### src/rtl/shf_pkg.sv
package shf_pkg;

  typedef enum logic [1:0] {
    SRC_NONE = 2'd0,
    SRC_TICK = 2'd1,
    SRC_SYS  = 2'd2,
    SRC_EXT  = 2'd3
  } clk_src_e;

  typedef struct packed {
    logic     enabled;
    logic     dir_out;
    logic     free_run;
    clk_src_e src;
  } mode_dec_t;

  function automatic mode_dec_t decode_mode(input logic [2:0] m);
    mode_dec_t d;
    d.enabled  = (m != 3'b000);
    d.dir_out  = m[2];
    d.free_run = (m == 3'b100);
    unique case (m[1:0])
      2'b00:   d.src = m[2] ? SRC_TICK : SRC_NONE;
      2'b01:   d.src = SRC_TICK;
      2'b10:   d.src = SRC_SYS;
      default: d.src = SRC_EXT;
    endcase
    return d;
  endfunction

endpackage

### src/rtl/shf_sync.sv
module shf_sync #(
  parameter int STAGES    = 2,
  parameter bit RESET_VAL = 1'b1
) (
  input  logic clk,
  input  logic rst_n,
  input  logic d,
  output logic q
);
  logic [STAGES-1:0] chain;

  generate
    for (genvar i = 0; i < STAGES; i++) begin : g_stage
      always_ff @(posedge clk or negedge rst_n) begin
        if (!rst_n) chain[i] <= RESET_VAL;
        else if (i == 0) chain[i] <= d;
        else chain[i] <= chain[(i == 0) ? 0 : i-1];
      end
    end
  endgenerate

  assign q = chain[STAGES-1];
endmodule

### src/rtl/shf_bitclk.sv
module shf_bitclk
  import shf_pkg::*;
(
  input  logic     clk,
  input  logic     rst_n,
  input  clk_src_e src,
  input  logic     run,
  input  logic     restart,
  input  logic     tick,
  input  logic     ext_lvl,
  output logic     shift_evt,
  output logic     sclk_out
);
  logic sclk_q;
  logic ext_prev;
  logic ext_rise;
  logic strobe;

  always_comb begin
    unique case (src)
      SRC_TICK: strobe = tick;
      SRC_SYS:  strobe = 1'b1;
      default:  strobe = 1'b0;
    endcase
  end

  assign ext_rise = ext_lvl & ~ext_prev;

  always_comb begin
    shift_evt = 1'b0;
    if (run && !restart) begin
      if (src == SRC_EXT) shift_evt = ext_rise;
      else                shift_evt = strobe & ~sclk_q;
    end
  end

  always_ff @(posedge clk or negedge rst_n) begin
    if (!rst_n) begin
      sclk_q   <= 1'b1;
      ext_prev <= 1'b1;
    end else begin
      ext_prev <= ext_lvl;
      if (restart || !run) sclk_q <= 1'b1;
      else if (strobe)     sclk_q <= ~sclk_q;
    end
  end

  assign sclk_out = sclk_q;
endmodule

### src/rtl/shf_seq.sv
module shf_seq #(
  parameter int DATA_W = 8
) (
  input  logic clk,
  input  logic rst_n,
  input  logic restart,
  input  logic shift_evt,
  input  logic free_run,
  output logic active,
  output logic done
);
  localparam int CNT_W = (DATA_W > 1) ? $clog2(DATA_W) : 1;
  localparam logic [CNT_W-1:0] LAST = CNT_W'(DATA_W - 1);

  logic [CNT_W-1:0] cnt;

  always_ff @(posedge clk or negedge rst_n) begin
    if (!rst_n) begin
      cnt    <= '0;
      active <= 1'b0;
      done   <= 1'b0;
    end else if (restart) begin
      cnt    <= '0;
      active <= 1'b1;
      done   <= 1'b0;
    end else if (shift_evt && !free_run) begin
      if (cnt == LAST) begin
        cnt    <= '0;
        active <= 1'b0;
        done   <= 1'b1;
      end else begin
        cnt <= cnt + 1'b1;
      end
    end
  end
endmodule

### src/rtl/shf_data.sv
module shf_data #(
  parameter int DATA_W = 8
) (
  input  logic              clk,
  input  logic              rst_n,
  input  logic              load,
  input  logic [DATA_W-1:0] load_val,
  input  logic              shift_evt,
  input  logic              dir_out,
  input  logic              ser_in,
  output logic [DATA_W-1:0] data
);
  logic feed;

  assign feed = dir_out ? data[DATA_W-1] : ser_in;

  always_ff @(posedge clk or negedge rst_n) begin
    if (!rst_n)         data <= '0;
    else if (load)      data <= load_val;
    else if (shift_evt) data <= {data[DATA_W-2:0], feed};
  end
endmodule

### src/rtl/serial_shifter.sv
module serial_shifter
  import shf_pkg::*;
#(
  parameter int DATA_W      = 8,
  parameter int SYNC_STAGES = 2
) (
  input  logic              clk,
  input  logic              rst_n,
  input  logic [2:0]        mode,
  input  logic              reg_wr,
  input  logic              reg_rd,
  input  logic [DATA_W-1:0] wr_data,
  output logic [DATA_W-1:0] rd_data,
  input  logic              tick,
  input  logic              ext_clk_in,
  input  logic              ser_in,
  output logic              ser_out,
  output logic              sclk_out,
  output logic              done_flag
);
  mode_dec_t dec;
  logic      access;
  logic      active;
  logic      run;
  logic      ext_lvl;
  logic      shift_evt;

  assign dec    = decode_mode(mode);
  assign access = reg_wr | reg_rd;
  assign run    = dec.free_run | (active & dec.enabled);

  shf_sync #(.STAGES(SYNC_STAGES), .RESET_VAL(1'b1)) u_sync (
    .clk(clk), .rst_n(rst_n), .d(ext_clk_in), .q(ext_lvl)
  );

  shf_bitclk u_bitclk (
    .clk(clk), .rst_n(rst_n), .src(dec.src), .run(run), .restart(access),
    .tick(tick), .ext_lvl(ext_lvl), .shift_evt(shift_evt), .sclk_out(sclk_out)
  );

  shf_seq #(.DATA_W(DATA_W)) u_seq (
    .clk(clk), .rst_n(rst_n), .restart(access), .shift_evt(shift_evt),
    .free_run(dec.free_run), .active(active), .done(done_flag)
  );

  shf_data #(.DATA_W(DATA_W)) u_data (
    .clk(clk), .rst_n(rst_n), .load(reg_wr), .load_val(wr_data),
    .shift_evt(shift_evt), .dir_out(dec.dir_out), .ser_in(ser_in), .data(rd_data)
  );

  assign ser_out = rd_data[DATA_W-1];
endmodule

### config.mk
export PLATFORM = sky130hd
export DESIGN_NAME = serial_shifter
export DESIGN_NICKNAME = d
export VERILOG_FILES = /design/src/rtl/shf_pkg.sv /design/src/rtl/shf_sync.sv /design/src/rtl/shf_bitclk.sv /design/src/rtl/shf_seq.sv /design/src/rtl/shf_data.sv /design/src/rtl/serial_shifter.sv
export SDC_FILE = /design/constraint.sdc
export NUM_CORES = 1
export LEC_CHECK = 0
export BUFFER_PORTS_ARGS = -buffer_cell sky130_fd_sc_hd__buf_4
export CAP_MARGIN = 25
export CORE_AREA = 2 2 47 49
export CTS_BUF_LIST = sky130_fd_sc_hd__clkbuf_16
export CTS_CLUSTER_SIZE = 14
export DETAILED_ROUTE_END_ITERATION = 10
export DIE_AREA = 0 0 49 51
export GPL_ROUTABILITY_DRIVEN = 0
export GPL_TIMING_DRIVEN = 0
export PLACE_DENSITY = 0.72
export SLEW_MARGIN = 20
export SYNTH_ARGS = -nofsm -noshare
export SYNTH_HDL_FRONTEND = slang
export SYNTH_SLANG_ARGS = --single-unit
### constraint.sdc
create_clock -name clk -period 2.1 [get_ports clk]
set_clock_uncertainty 0.1 [all_clocks]
set_input_delay 0.105 -clock clk [delete_from_list [all_inputs] [get_ports clk]]
set_output_delay 0.105 -clock clk [all_outputs]
set_load 0.05 [all_outputs]
; Yosys cells after proc, flatten, opt, wreduce, memory -nomap -nowiden
; Cells that the tools add are included.
[classes]
add_sub_neg = 1
multipliers = 0
div = 0
order_cmp = 0
n_eq_ne = 7
shift = 0
n_mux = 19
bitwise_logic = 7
reduce_logical = 13
[ops]
columns = cell, n
row1 = $mux 8, 2
row2 = $mux 1, 12
row3 = $mux 3, 3
row4 = $reduce_bool 2->1, 4
row5 = $eq 2x2->1 const B, 3
row6 = $eq 3x3->1 const B, 2
row7 = $pmux 2 s3, 1
row8 = $eq 2x1->1 const B, 2
row9 = $add 3x1->3 const B, 1
row10 = $and 1x1->1, 3
row11 = $logic_not 1->1, 3
row12 = $reduce_bool 3->1, 1
row13 = $logic_and 1x1->1, 2
row14 = $logic_not 2->1, 1
row15 = $not 1->1, 2
row16 = $or 1x1->1, 2
row17 = $pmux 1 s2, 1
row18 = $reduce_and 2->1, 1
row19 = $logic_or 1x1->1, 1
[word_totals]
ff_bits = 17
latchBits = 0
ram_bits = 0
rom_bits = 0
inputBits = 18
memories = 0

; Longest topological paths before layout
; Gate-level depths: netlist (run 1).
[depth]
depth_word = 10
mapped_depth = 6
ltp_nobuf = 4

; Hierarchy
; A second synthesis (run 1) with hierarchy kept.
[unflattened]
cells_unflattened = 81
area_unflattened_um2 = 882.1
[by_module_without_submodules]
columns = mod, n_inst, cells_per_inst, area_per_inst_um2, seq_area_each_um2
row1 = shf_data, 1, 36, 390.4, 200.2
row2 = shf_seq, 1, 20, 240.2, 125.1
row3 = shf_bitclk, 1, 15, 147.6, 52.6
row4 = shf_sync, 1, 2, 52.6, 52.6
row5 = serial_shifter, 1, 8, 51.3, 0.0

; Least setup slack after synthesis (run 1)
; No wires, ideal clock.
[synth_timing]
path_kind = register -> register
from = reg u_sync.chain[1], in the netlist u_sync.q
to = reg u_seq.active
setup_ns = 0.151
arrival_ns = 1.481
t_required_ns = 1.849
setup_slack_ns = 0.368
path_stages_with_launch = 6
n_path_buf = 1
path_cell_list = dfstp_2 -> or2b_2 -> a22oi_2 -> and3_4 -> buf_12 -> a41oi_1
[synth_between]
elab_chain_len = 6
[synth_lines]
columns = item, line
row1 = "start, declared", shf_sync.sv:10  ; logic [STAGES-1:0] chain;
row2 = "start signal, assigned by index", shf_sync.sv:17  ; else chain[i] <= chain[(i == 0) ? 0 : i-1];
row3 = $and 1x1->1, shf_bitclk.sv:27  ; assign ext_rise = ext_lvl & ~ext_prev;
row4 = $mux 1, shf_bitclk.sv:32  ; if (src == SRC_EXT) shift_evt = ext_rise;
row5 = $mux 1, shf_bitclk.sv:31  ; if (run && !restart) begin
row6 = $logic_and 1x1->1, shf_seq.sv:26  ; end else if (shift_evt && !free_run) begin
row7 = $reduce_bool 2->1 (no line), n/a
row8 = $reduce_and 2->1 (no line), n/a
row9 = "end signal, assigned", shf_seq.sv:20  ; active <= 1'b0;
row10 = "end signal, assigned", shf_seq.sv:24  ; active <= 1'b1;
row11 = "end signal, assigned", shf_seq.sv:29  ; active <= 1'b0;
row12 = "end, declared", shf_seq.sv:9  ; output logic active,
; No other way between the ends.
; A chain may end at the register's enable or synchronous reset.

; Final worst setup path (run 1)
[layout_timing]
from = reg u_sync.chain[1], in the netlist u_sync.q
to = reg u_data.data[4]
[layout_between]
elab_chain_len = 4
[layout_lines]
columns = item, line
row1 = $and 1x1->1, shf_bitclk.sv:27
row2 = $mux 1, shf_bitclk.sv:32
row3 = $mux 1, shf_bitclk.sv:31
row4 = $reduce_bool 2->1 (no line), n/a
row5 = "end signal, assigned", shf_data.sv:19  ; else if (load) data <= load_val;
row6 = "end signal, assigned", shf_data.sv:20  ; else if (shift_evt) data <= {data[DATA_W-2:0], feed};
row7 = "end, declared", shf_data.sv:11  ; output logic [DATA_W-1:0] data
; No other way between the ends.

==> results of run 1 <==
## synth_stat cells, types with 2 or more instances
cell and n:
a41o_1 2, nand2b_1 5, a31o_1 2, o21ai_0 2, ha_1 2, a41oi_1 4, clkbuf_1 2, mux2i_1 7
nor2_1 4, a21oi_1 4, dfrtp_1 13, a21boi_0 4, nand2_1 6, nor2b_1 2, inv_1 2, nand4_1 2
dfstp_2 4
## cell families (layout without fill, tap and decap cells)
kind of cell	after synthesis	count (layout)
multiplexers	7	7
AND/OR/NAND/NOR	26	26
buffers and inverters	7	41
AO/OA/AOI/OAI	23	23
flip-flops	17	17
XOR/XNOR	1	1
adder cells (fa/ha/maj)	2	2
## final timing paths
path / from / slack (ps) / cells after the start / end
max: u_sync.q / 180 / 5 / u_data.data[4]
min: wr_data[1] / -2 / 3 / u_data.data[1]
max reg2reg: u_sync.q / 180 / 5 / u_data.data[4]
min reg2reg: u_sync.chain[0] / 260 / 0 / u_sync.q
max in group asynchronous: rst_n / 1470 / 2 / u_sync.chain[0]
min in group asynchronous: rst_n / 180 / 2 / u_seq.done
## metal layers
layer / GRT usage (%) / vias to the layer above
li1: - / 372
met1: 21.28 / 347
met2: 28.54 / 19
met3: 3.509 / 2
met4: 9.048 / 0
met5: 0 / -
## repair_timing
item | 4_1_cts | 5_1_grt
endpoints found under the hold margin | 18 | 0
hold buffers | 2 | 0
resized for setup | 0 | 0
## flip-flops by register name, summed over array words and instances, names as in the netlist
register,cells
u_data.data,8
u_bitclk.ext_prev,1
u_sync.q,1
u_sync.chain,1
u_bitclk.sclk_out,1
u_seq.active,1
u_seq.done,1
u_seq.cnt,3
## metrics by stage
| stage | hold WS (ps) | utilization (%) |
|---|---|---|
| 2_1_floorplan | -290.6 | - |
| 3_3_place_gp | -120.8 | 56.70 |
| 3_5_place_dp | -116.5 | 56.70 |
| 4_1_cts | 0.2709 | 61.55 |
| 5_1_grt | 15.37 | 61.55 |
| 6_report | -2.457 | 61.55 |
## power by group through the flow
stage                     registers (mW)  clock network (mW)  logic [mW]
after detailed placement           0.368                   0       0.210
after global placement             0.368                   0       0.206
after global routing               0.365               0.394       0.227
after CTS                          0.363               0.383       0.214
final                              0.363               0.374       0.212
after floorplan                    0.428                   0      0.0701
## final cells by class
| class | count | area (sq um) |
|---|---|---|
| clock inverters | 1 | 5.005 |
| repair buffers | 30 | 230.2 |
| plain buffers | 5 | 46.29 |
| well taps | 28 | 35.03 |
| fillers | 192 | 793.3 |
| inverters | 2 | 7.507 |
| clock buffers | 3 | 75.07 |
| multi-input cells | 59 | 440.4 |
| flip-flops and latches | 17 | 430.4 |
## worst reg2reg max path: stages (launching register included)
cell and delay (ps):
dfstp_2 520, or2b_2 300, a22oi_2 310, and3_4 290, buf_12 140, mux2i_1 190
==> flow_summary.yaml, run 1 <==
floorplanning:
  boundaryPins: 29
  die_h_um: 51
  initial_utilization_pct: 44.82
  core_area_sq_um: 2063
  die-width_um: 49
  floorplan.die_area_sq_um: 2499
  row_count: 17
sta:
  setup_ws_post_layout_ps: 179.2
  fmax_ghz: 0.5206
  whs_ps: -2.457
  slew_violations: 0
  setup-violations-final: 0
  layout_worst_path_cycle_share_pct: 91.47
  setup-tns-final_ps: 0
  finalHoldViolCount: 1
  fin_crit_period_ps: 1921
  slew_headroom_pct: 61.70
  grt_setup_unrepaired: "false"
  worst_slew_pin_slew_ps: 573.3
setup_path:
  cp_cell_sequence: "or2b_2 > a22oi_2 > and3_4 > buf_12 > mux2i_1"
  timing.critical_path.fanout_max: 10
  critical_path_s_slowest_cell: "dfstp_2"
  cpLargestDelayFamily: "simple AND/OR/NAND/NOR gates"
  worst-setup-path-type: "reg -> reg"
  setup.worst_path.start_class: "register"
  critical_path_buf_inv_count: 1
  critical_path_required_ps: 2160
  cp_data_arrival_time_ps: 1990
  timing.critical_path.slowest_cell_delay_ps: 520
  worstSetupEndpointType: "register"
grt:
  vias_in_the_first_global_route: 714
  antenna_violations_before_repair: 0
  global_router_s_overall_resource_usage_pct: 17.21
  grt_first_pass_wirelength_mm: 3.215
  gr-total-overflow: 0
  grt_start_max_net_pins: 18
power_and_ir_drop:
  power_frac_comb_pct: 22.4
  power_report.internal_total_mw: 0.6875
  power.clock.fraction_pct: 39.4
  total_leakage_power_nw: 0.5799
  vdd.ir_drop.worst_mv: 0.5990
  total_switching_power_mw: 0.2616
  power.share.sequential_pct: 38.2
  p_total_mw: 0.9492
  sw_frac_of_total_pct: 27.56
  p_per_area_nw_per_um2: 747.4
synth:
  synth_ff_type: "dfrtp_1"
  synth_xor_xnor_area_share_pct: 0.9472
  post_synth_fa_ha_maj_area_fraction_pct: 2.706
  netlist.top_cell.by_area: "dfrtp_1"
  yosys-mux-area-fraction_pct: 7.578
  ys_seq_area_share_pct: 46.55
  leading_post_synthesis_cells_by_cell_area: "dfrtp_1 35%, dfstp_2 11%, mux2i_1 7.6%"
  fraction_of_the_mapped_netlist_area_in_compound_gates_pct: 20.30
  syn_nets: 103
  post_synth_inst_count: 83
  synth-seq-cells: 17
  synth-edff-count: 0
  post_synth_and_or_nand_nor_area_fraction_pct: 16.10
  synth-async-reset-ratio_pct: 100.0
  synth.avg_cell_area_sq_um: 11.14
  synth_area_sq_um: 924.6
  synth_warnings: 0
  largest_family_of_logic_cells_by_synthesized_area: "compound AO/OA/AOI/OAI gates"
  synth_top_area_share_pct: 35.18
  synthDistinctLibCells: 33
min_path:
  min_path_type: "in -> reg"
placement:
  placement.io_buffers: 28
  dp_worst_setup_slack_ps: 171.3
  dpl.cell_count: 139
  place.detailed.hpwl_mm: 1.410
  placement.cell_area_sq_um: 1170
flow_run:
  maximum_capacitance_violations: 0
clocking:
  clock_insertion_delay_worst_skew_ps: 240
  cts_tree: "built"
  postCtsSetupRepairBufs: 0
  clock_sinks: 17
  clock_tree.root_cell: "clkbuf_16"
  total_cts_buffers: 3
  clock_slew_at_the_register_clock_pins_of_the_worst_setup_and_hold_paths_ps: 50
  cts.path.max_buffers: 2
  htreeDepth: 1
detailed_routing:
  route.met2.wl_um: 960
  ant_nets: 0
  routed.top_layer: "met4"
  routed_wire_length_per_instance_um: 13.53
  routed-wl-met3_um: 94
  detail_route.iter0.violations: 11
  count_of_vias_placed_by_the_detailed_router: 740
  detail_route.wirelength.met1_um: 892
  postRouteWirelength_mm: 1.962
  drc: 0
  firstDrtPassIters: 4
  viasPerCell: 5.103
outcome:
  run_status: "finished with violations"
  violations: "hold timing"
layout:
  most_used_cells_in_the_layout_excluding_fill_and_tap_cells: "29 x buf_4, 13 x dfrtp_1, 7 x mux2i_1, 6 x nand2_1, 5 x nand2b_1"
  stdcell_count: 145
  layout.cells.most_common: "buf_4"
  post_route_cells_drive_above_1_share_pct: 37.61
  area_growth_syn_to_fin_pct: 37.35
  fin_area_sq_um: 1270
  finish.net_count: 138
  insertedDiodeCount: 0
(Power assumes the default switching activity.)
==> inputs of run 2 (changes only) <==
--- a/config.mk
+++ b/config.mk
@@ -13,7 +13,6 @@
 export DETAILED_ROUTE_END_ITERATION = 10
 export DIE_AREA = 0 0 49 51
 export GPL_ROUTABILITY_DRIVEN = 0
-export GPL_TIMING_DRIVEN = 0
 export PLACE_DENSITY = 0.72
 export SLEW_MARGIN = 20
 export SYNTH_ARGS = -nofsm -noshare
==> run 2 against run 1 <==
Against the previous run:
- the flow now finishes without violations
- non-clock buffer count fell by 4
- setup slack improved by 86 ps
- register-to-register slack gained 90 ps
- total power down 1.6%
- final area fell by 3.2%
- via count is 2.0% lower
- combinational power decreased by 4%
- critical endpoint is now u_data.data[3]
- largest cell class unchanged
==> flow_summary.yaml, run 2 (synthesis gave the netlist of run 1 again) <==
outcome:
  run_status: "completed"
setup_path:
  critical_path_s_slowest_cell: "dfstp_2"
  timing.critical_path.slowest_cell_delay_ps: 520
  worstSetupEndpointType: "register"
  setup.worst_path.start_class: "register"
  critical_path_required_ps: 2170
  cp_data_arrival_time_ps: 1900
  reg2reg_from: "u_sync.q"
  worst_setup_path_startpoint: "u_sync.q"
  worst-setup-path-type: "reg -> reg"
  cpLargestDelayFamily: "simple AND/OR/NAND/NOR gates"
  critical_path_buf_inv_count: 0
  timing.critical_path.fanout_max: 13
  cp_cell_sequence: "or2b_2 > a22oi_2 > and3_4 > mux2i_1"
layout:
  finish.net_count: 134
  most_used_cells_in_the_layout_excluding_fill_and_tap_cells: "29 x buf_4, 13 x dfrtp_1, 7 x mux2i_1, 6 x nand2_1, 5 x nand2b_1"
  area_growth_syn_to_fin_pct: 33.02
  layout.cells.most_common: "buf_4"
  largest_reg_by_ff_count: "u_data.data"
  biggestRegsByFlops: "u_data.data x8, u_seq.cnt x3"
  post_route_cells_drive_above_1_share_pct: 36.28
  insertedDiodeCount: 0
  largest_register_ff_count: 8
  final_core_utilization_pct: 59.61
clocking:
  clock_insertion_delay_worst_skew_ps: 240
  post_cts_resize_count: 0
  clock_tree.root_cell: "clkbuf_16"
  clock_sinks: 17
  cts_hold_repair.buffers: 2
  total_cts_buffers: 3
  clock_slew_at_the_register_clock_pins_of_the_worst_setup_and_hold_paths_ps: 50
  cts_tree: "built"
  postCtsSetupRepairBufs: 0
  htreeDepth: 1
  cts.path.max_buffers: 2
grt:
  grt_start_max_net_pins: 21
  vias_in_the_first_global_route: 694
  antenna_violations_before_repair: 0
  global_router_s_overall_resource_usage_pct: 16.65
  grt_first_pass_wirelength_mm: 3.146
  gr-total-overflow: 0
flow_run:
  maximum_capacitance_violations: 0
sta:
  grt_setup_unrepaired: "false"
  setup-violations-final: 0
  fmax_ghz: 0.5450
  slew_headroom_pct: 66.62
  worst_slew_pin_slew_ps: 499.7
  finalHoldViolCount: 0
  setup-tns-final_ps: 0
  fin_crit_period_ps: 1835
  layout_worst_path_cycle_share_pct: 87.38
  slew_violations: 0
floorplanning:
  die-width_um: 49
  core_area_sq_um: 2063
  row_count: 17
  boundaryPins: 29
  floorplan.die_area_sq_um: 2499
  initial_utilization_pct: 44.82
  die_h_um: 51
detailed_routing:
  count_of_vias_placed_by_the_detailed_router: 725
  ant_nets: 0
  detail_route.iter0.violations: 11
  routed_wire_length_per_instance_um: 13.40
  drc: 0
  postRouteWirelength_mm: 1.890
  firstDrtPassIters: 4
  viasPerCell: 5.142
min_path:
  min_path_type: "in -> reg"
  hold_path_startpoint: "wr_data[7]"
power_and_ir_drop:
  p_per_area_nw_per_um2: 759.7
  vdd.ir_drop.worst_mv: 0.4344
  total_leakage_power_nw: 0.5649
placement:
  place.detailed.hpwl_mm: 1.377
  placement.io_buffers: 28
run 2: cell count changes in the layout (fill, tap and decap cells not counted), sizes merged:
cell	delta
clkbuf	-2
inv	+1
buf	-2
clkinv	-1
run 2: worst reg2reg max path, stage by stage, from the launching register on:
cell,delay [ps]
dfstp_2,520
or2b_2,290
a22oi_2,270
and3_4,360
mux2i_1,210
run 2: area by class of cell:
class                      count  area [sq um]
tap                           28         35.03
clock inverter                 1         3.754
timing repair buffer          31         237.7
fill                         180         833.3
multi-input combinational     59         440.4
clock buffer                   3         75.07
inverter                       2         7.507
sequential                    17         430.4
run 2: report_power, final:
group	switching [mW]	total [mW]	internal, mW
combinational	0.127	0.204	0.0768
clock	0.115	0.367	0.252
sequential	0.0117	0.363	0.352
run 2: final timing paths:
kind                                    to  slack, ps  cells after the start
max in group asynchronous  u_sync.chain[0]       1490                      2
hold reg to reg                   u_sync.q        260                      0
hold / removal              u_data.data[7]          5                      3
setup reg to reg            u_data.data[3]        260                      4
setup / recovery            u_data.data[3]        260                      4
min in group asynchronous   u_data.data[6]        160                      2
run 2: stage by stage:
step	hold slack (ps)	std cells	power [mW]	worst slack, ps	instance area, sq um
after floorplan	-290.6	83	0.4984	368.4	924.6
after detailed placement	-120.0	135	0.5707	270.2	1131
after CTS	3.846	141	0.9434	262.2	1230
final	4.782	141	0.9344	265.0	1230
after global routing	7.179	141	0.9761	160.1	1230
after global placement	-123.3	135	0.5670	338.8	1131
run 2: routing by layer:
| metal | global-route usage (%) | wire length [um] | up-vias |
|---|---|---|---|
| met5 | 0 | 0 | - |
| met4 | 8.571 | 33 | 0 |
| met3 | 2.924 | 81 | 5 |
| met2 | 26.94 | 921 | 19 |
| met1 | 21.51 | 853 | 338 |
| li1 | - | - | 363 |
==> inputs of run 3 (changes only) <==
--- a/config.mk
+++ b/config.mk
@@ -13,7 +13,7 @@
 export DETAILED_ROUTE_END_ITERATION = 10
 export DIE_AREA = 0 0 49 51
 export GPL_ROUTABILITY_DRIVEN = 0
-export PLACE_DENSITY = 0.72
+export PLACE_DENSITY = 0.77
 export SLEW_MARGIN = 20
 export SYNTH_ARGS = -nofsm -noshare
 export SYNTH_HDL_FRONTEND = slang
==> run 3 against run 2 <==
Against the previous run:
- utilization up 0.49 points
- clock-buffer cell count unchanged
- global-route usage up 0.18 points
- largest power group unchanged
- highest routed layer unchanged
- final area up 0.81%
==> flow_summary.yaml, run 3 (synthesis gave the netlist of run 1 again) <==
outcome:
  run_status: "completed"
layout:
  largest_register_ff_count: 8
  fin_area_sq_um: 1240
  area_growth_syn_to_fin_pct: 34.10
  layout.cells.most_common: "buf_4"
  insertedDiodeCount: 0
  final_core_utilization_pct: 60.10
  stdcell_count: 142
  largest_reg_by_ff_count: "u_data.data"
  post_route_cells_drive_above_1_share_pct: 35.96
  biggestRegsByFlops: "u_data.data x8, u_seq.cnt x3"
  finish.net_count: 135
  most_used_cells_in_the_layout_excluding_fill_and_tap_cells: "29 x buf_4, 13 x dfrtp_1, 7 x mux2i_1, 6 x nand2_1, 5 x nand2b_1"
  layout.filler_cells: 175
grt:
  grt_start_max_net_pins: 21
  grt.met3_usage_pct: 2.924
  gr-usage-met2_pct: 27.17
  gr-total-overflow: 0
  grt_first_pass_wirelength_mm: 3.125
  vias_in_the_first_global_route: 682
  antenna_violations_before_repair: 0
  grt.met1_usage_pct: 20.90
  gr-max-usage-layer: "met2"
  global_router_s_overall_resource_usage_pct: 16.83
sta:
  worst_slew_pin_slew_ps: 421.1
  layout_worst_path_cycle_share_pct: 86.74
  setup-tns-final_ps: 0
  whs_ps: 1.674
  fmax_ghz: 0.5490
  setup_ws_post_layout_ps: 278.4
  grt_setup_unrepaired: "false"
  slew_violations: 0
  fin_crit_period_ps: 1822
  setup-violations-final: 0
  finalHoldViolCount: 0
  slew_headroom_pct: 71.87
floorplanning:
  initial_utilization_pct: 44.82
  core_area_sq_um: 2063
  floorplan.die_area_sq_um: 2499
  die_h_um: 51
  die-width_um: 49
  boundaryPins: 29
  row_count: 17
detailed_routing:
  drc: 0
  viasPerCell: 5.218
  postRouteWirelength_mm: 1.862
  ant_nets: 0
  count_of_vias_placed_by_the_detailed_router: 741
  detail_route.iter0.violations: 8
  routed_wire_length_per_instance_um: 13.11
  firstDrtPassIters: 4
clocking:
  cts.path.max_buffers: 2
  htreeDepth: 1
  cts_tree: "built"
  clock_sinks: 17
  clock_tree.root_cell: "clkbuf_16"
  total_cts_buffers: 3
  cts_hold_repair.buffers: 3
  clock_slew_at_the_register_clock_pins_of_the_worst_setup_and_hold_paths_ps: 50
  postCtsSetupRepairBufs: 0
  clock_insertion_delay_worst_skew_ps: 250
  post_cts_resize_count: 0
setup_path:
  timing.critical_path.fanout_max: 13
  critical_path_s_slowest_cell: "dfstp_2"
  critical_path_required_ps: 2170
  timing.critical_path.slowest_cell_delay_ps: 520
  worst-setup-path-type: "reg -> reg"
  worstSetupEndpointType: "register"
  cp_cell_sequence: "or2b_2 > a22oi_2 > and3_4 > mux2i_1"
  cp_data_arrival_time_ps: 1890
  setup.worst_path.start_class: "register"
power_and_ir_drop:
  total_leakage_power_nw: 0.5691
  p_per_area_nw_per_um2: 760.9
  vdd.ir_drop.worst_mv: 0.4797
  p_total_mw: 0.9435
placement:
  dp_worst_setup_slack_ps: 277.8
  placement.io_buffers: 28
  dpl.cell_count: 135
  place.detailed.hpwl_mm: 1.345
  placement.cell_area_sq_um: 1131
flow_run:
  maximum_capacitance_violations: 0
min_path:
  min_path_type: "in -> reg"
run 3: worst paths after layout:
path	startpoint	endpoint	slack, ps	cells after the start
worst min-delay path	wr_data[1]	u_data.data[1]	2	3
max in group asynchronous	rst_n	u_bitclk.sclk_out	1490	2
worst min register to register	u_sync.chain[0]	u_sync.q	250	0
worst max register to register	u_sync.q	u_data.data[0]	280	4
worst max-delay path	u_sync.q	u_data.data[0]	280	4
min in group asynchronous	rst_n	u_seq.active	160	2
run 3: power breakdown:
group | internal [mW] | total, mW | switching (mW)
clock | 0.253 | 0.374 | 0.122
sequential | 0.352 | 0.365 | 0.0129
combinational | 0.0780 | 0.205 | 0.127
run 3: worst max-delay path: cells and delay by family, from the launching register on:
| family | cells | cell delay (ps) |
|---|---|---|
| simple gates | 2 | 660 |
| flops | 1 | 520 |
| compound gates | 1 | 250 |
| mux | 1 | 220 |
run 3: per-layer routing:
metal	vias to the layer above	routed length [um]
li1	364	-
met1	348	866
met2	23	876
met3	6	79
met4	0	39
met5	-	0
run 3: cell type report:
class                   count  area, sq um  area share, %
multi-input cells          59        440.4          35.52
flip-flops and latches     17        430.4          34.71
repair buffers             32        247.7          19.98
clock buffers               3        75.07          6.054
well taps                  28        35.03          2.825
inverters                   2        7.507         0.6054
clock inverters             1        3.754         0.3027
